===== src/rtl/nib_reload_timer.sv =====
module nib_reload_timer #(
  parameter int CNT_W = 8,
  parameter int NIB_W = 4,
  parameter int NSRC  = 4
) (
  input  logic             clk,
  input  logic             rst_n,
  input  logic             reg_wr,
  input  logic [1:0]       reg_addr,
  input  logic [NIB_W-1:0] reg_wdata,
  output logic [NIB_W-1:0] reg_rdata,
  input  logic [NSRC-1:0]  tick_src,
  input  logic             irq_clear,
  output logic             ovf_pulse,
  output logic             irq_flag
);
  localparam int SEL_W = $clog2(NSRC);
  localparam logic [1:0] A_CTRL = 2'd0;
  localparam logic [1:0] A_LO   = 2'd1;
  localparam logic [1:0] A_HI   = 2'd2;

  logic [NIB_W-1:0] ctrl_q;
  logic [CNT_W-1:0] cnt_q;
  logic [CNT_W-1:0] pre_q;
  logic             ovf_q;
  logic             irq_q;

  wire             run_en = ctrl_q[0];
  wire [SEL_W-1:0] src_sel = ctrl_q[SEL_W:1];
  wire             rld_en = ctrl_q[SEL_W+1];
  wire             step   = run_en & tick_src[src_sel];
  wire             wrap   = step & (&cnt_q);

  always_ff @(posedge clk or negedge rst_n) begin
    if (!rst_n) begin
      ctrl_q <= '0;
      pre_q  <= '0;
      cnt_q  <= '0;
      ovf_q  <= 1'b0;
      irq_q  <= 1'b0;
    end else begin
      if (reg_wr && reg_addr == A_CTRL) ctrl_q <= reg_wdata;
      if (reg_wr && reg_addr == A_LO)   pre_q[NIB_W-1:0] <= reg_wdata;
      if (reg_wr && reg_addr == A_HI)   pre_q[CNT_W-1:NIB_W] <= reg_wdata;
      if (step) cnt_q <= wrap ? (rld_en ? pre_q : '0) : cnt_q + CNT_W'(1);
      ovf_q <= wrap;
      irq_q <= (wrap & ~ovf_q) | (irq_q & ~irq_clear);
    end
  end

  always_comb begin
    case (reg_addr)
      A_CTRL:  reg_rdata = ctrl_q;
      A_LO:    reg_rdata = cnt_q[NIB_W-1:0];
      A_HI:    reg_rdata = cnt_q[CNT_W-1:NIB_W];
      default: reg_rdata = '0;
    endcase
  end

  assign ovf_pulse = ovf_q;
  assign irq_flag  = irq_q;
endmodule


===== config.mk =====
export PLATFORM = sky130hd
export DESIGN_NAME = nib_reload_timer
export DESIGN_NICKNAME = d
export VERILOG_FILES = /design/src/rtl/nib_reload_timer.sv
export SDC_FILE = /design/constraint.sdc
export NUM_CORES = 1
export LEC_CHECK = 0
export ABC_CLOCK_PERIOD_IN_PS = 4960
export BUFFER_PORTS_ARGS = -buffer_cell sky130_fd_sc_hd__buf_2
export CORE_MARGIN = 4
export CORE_UTILIZATION = 58
export DETAILED_ROUTE_END_ITERATION = 16
export PLACE_DENSITY = 0.87
export SKIP_LAST_GASP = 1
export SYNTH_ARGS = -nofsm -noshare
export SYNTH_HDL_FRONTEND = slang
export SYNTH_SLANG_ARGS = --single-unit

===== constraint.sdc =====
create_clock -name clk -period 4.96 [get_ports clk]
set_clock_uncertainty 0.15 [all_clocks]
set_input_delay 0 -clock clk [delete_from_list [all_inputs] [get_ports clk]]
set_output_delay 0 -clock clk [all_outputs]
set_load 0.05 [all_outputs]

==> results.cfg <==
[run_status]
status = finished, final reports clean

[die]
ioPinCount = 20
die_w_um = 52.74
coreArea_um2 = 1802
start_util = 0.6444
rows = 15
die-area_um2 = 2782
fp.dieH_um = 52.74

[placed_design]
gp_congestion = 0.8982
hpwl_um = 1739
io_buffers = 19

[setup_path]
cp_max_fo = 8
crit_type = reg -> reg
required_ns = 5.01
crit_arrival_ns = 1.95
path_cells = ha_1 -> and4_4 -> and4_4 -> and3_1 -> o32a_1
crit_slowest_cell = dfrtp_1
cp-end-kind = flop
critPathMaxStageDelay_ns = 0.45
cp_common_cell = and4_4
cp-start-kind = flop

[grt]
first_global_vias = 872
grt-busiest-layer = met2
grtUsageTotal = 0.1978
globalRouteMet1Util = 0.2722
grt.met2_usage = 0.3182
grt_pass1_wl_um = 4036
antenna_found_initial = 0
grt_max_degree = 23
overflow = 0
use_met3 = 0.04274

[sta]
fin_tns_setup_ns = 0
rsz0062_at_grt = false
max_freq_ghz = 0.5239
slew_headroom = 0.5953
min_period_ns = 1.909
period_share = 0.3848
hold_viol = 0
report.final.setup_viol = 0
tightestPinTransition_ns = 0.6058
finalMaxSlewViolations = 0

[cts]
cts_buffer_depth = 2
cts_buffers = 3
cts_setup_buffers = 0
root_buffer = clkbuf_4
post_cts_resize_count = 0
cts_sinks = 22
ctsHoldBuffers = 6
tritoncts = built
clock_latency_ns = 0.31
cts.reportedPaths.clkPinSlew_ns = 0.12
htree_levels = 1

[synth]
yosysWarnings = 0
synth.distinct_cells = 33
synth_nets = 115
synth_seq_cells = 22
ys_seq_area_frac = 0.4741
syn_area_um2 = 1161
netlist_instances = 100
synth_area_per_cell_um2 = 11.61

[routing]
via_per_inst = 6.160
finalWirelength_um = 2456
drc = 0
vias = 924
routedWlPerCell_um = 16.37
drt_iter0_markers = 41
drtPass1Iterations = 4
antenna_left = 0

[layout]
drive_gt1_frac = 0.3360
final_core_util = 0.7507
diodes = 0
fin_nets = 141
syn2layout_area_growth_pct = 16.49
final_cell_mix = 22 x dfrtp_1, 19 x buf_2, 13 x mux2_2
final_common_cell = dfrtp_1

[power]
p_per_area_nw_per_um2 = 376.4
ir_drop_mv = 0.2576
p_leak_nw = 0.5954

[run]
maxCapViolCount = 0

[hold_path]
hp-class = in -> async
## logic make-up (layout without fill, tap and decap cells)
logic type | Yosys count | after routing | share of synthesized area
fa+ha+maj | 1 | 1 | 0.01077
compound gates | 19 | 19 | 0.1282
mux | 20 | 20 | 0.1983
buf+inv | 6 | 31 | 0.03340
flops | 22 | 22 | 0.4741
simple gates | 32 | 32 | 0.1552
## cells in the mapped netlist
library cell	instances	area share
dfrtp_1	22	0.47
mux2_2	13	0.13
nand2_1	11	0.036
o21ai_0	7	0.030
mux2i_1	5	0.043
nor2_1	4	0.013
nand3_1	3	0.013
a21oi_1	2	0.0086
a31oi_1	2	0.011
and3_1	2	0.011
and4_4	2	0.019
buf_6	2	0.019
inv_1	2	0.0065
nand3b_1	2	0.013
nand4_1	2	0.011
o32a_1	2	0.017
a311oi_1	1	0.0075
a32oi_1	1	0.0075
and2_1	1	0.0054
and4_1	1	0.0075
buf_2	1	0.0043
clkbuf_1	1	0.0032
ha_1	1	0.011
mux2_1	1	0.0097
mux4_2	1	0.019
nand2_4	1	0.0097
nor2b_1	1	0.0054
nor3b_1	1	0.0065
o211ai_1	1	0.0065
o31ai_4	1	0.018
o32ai_1	1	0.0075
o41ai_2	1	0.014
or3_1	1	0.0054
## power breakdown
| part | total (W) | switching (W) | internal, W |
|---|---|---|---|
| sequential | 0.000266 | 0.0000487 | 0.000218 |
| clock | 0.0000977 | 0.0000529 | 0.0000448 |
| combinational | 0.000145 | 0.0000825 | 0.0000625 |
| total | 0.000509 | 0.000184 | 0.000325 |
## state kept, by name, summed over array words and instances (netlist names)
name,count
cnt_q,8
pre_q,8
ctrl_q,4
irq_flag,1
ovf_pulse,1
## layout make-up
class,count,area (um2)
clock buffers,4,36.28
fillers,133,449.2
inverters,2,7.507
multi-input cells,72,571.8
flip-flops and latches,22,550.5
well taps,25,31.28
repair buffers,25,155.1
## worst paths after layout
| kind | startpoint | to | slack (ns) | cells past startpoint |
|---|---|---|---|---|
| min in group clk | reg_wr | pre_q[2]$_DFFE_PN0P_ | 0.07 | 3 |
| worst min-delay path | rst_n | cnt_q[6]$_DFFE_PN0P_ | 0.01 | 2 |
| worst max register to register | cnt_q[0]$_DFFE_PN0P_ | cnt_q[5]$_DFFE_PN0P_ | 3.05 | 5 |
| max in group asynchronous | rst_n | pre_q[0]$_DFFE_PN0P_ | 4.31 | 2 |
| worst max-delay path | cnt_q[0]$_DFFE_PN0P_ | cnt_q[5]$_DFFE_PN0P_ | 3.05 | 5 |
| worst min register to register | ovf_pulse$_DFF_PN0_ | irq_flag$_DFF_PN0_ | 0.32 | 1 |
## critical path, delay by kind of cell, from the launching register on
family,cells,cell delay [ns]
AO/OA/AOI/OAI,1,0.32
adder cells (fa/ha/maj),1,0.26
flip-flops,1,0.45
AND/OR/NAND/NOR,3,0.62
## per-stage QoR
step / setup WS, ns / instances / hold slack, ns / total power, W / cell area, um2
after CTS: 3.056 / 150 / 0.02669 / 0.0005111 / 1353
after global placement: 3.133 / 140 / -0.1745 / 0.0004034 / 1256
after detailed placement: 3.084 / 140 / -0.1652 / 0.0004099 / 1256
after floorplan: 3.076 / 100 / -0.4456 / 0.0003674 / 1161
after global routing: 2.991 / 150 / 0.05860 / 0.0005375 / 1353
final: 3.051 / 150 / 0.01272 / 0.0005091 / 1353
## metal layers
metal | part of all wire | vias up
met5 | 0 | -
met4 | 0.0049 | 0
met3 | 0.061 | 2
met2 | 0.51 | 34
met1 | 0.42 | 460
li1 | - | 428
No activity file was read; power rests on OpenSTA's default activity.
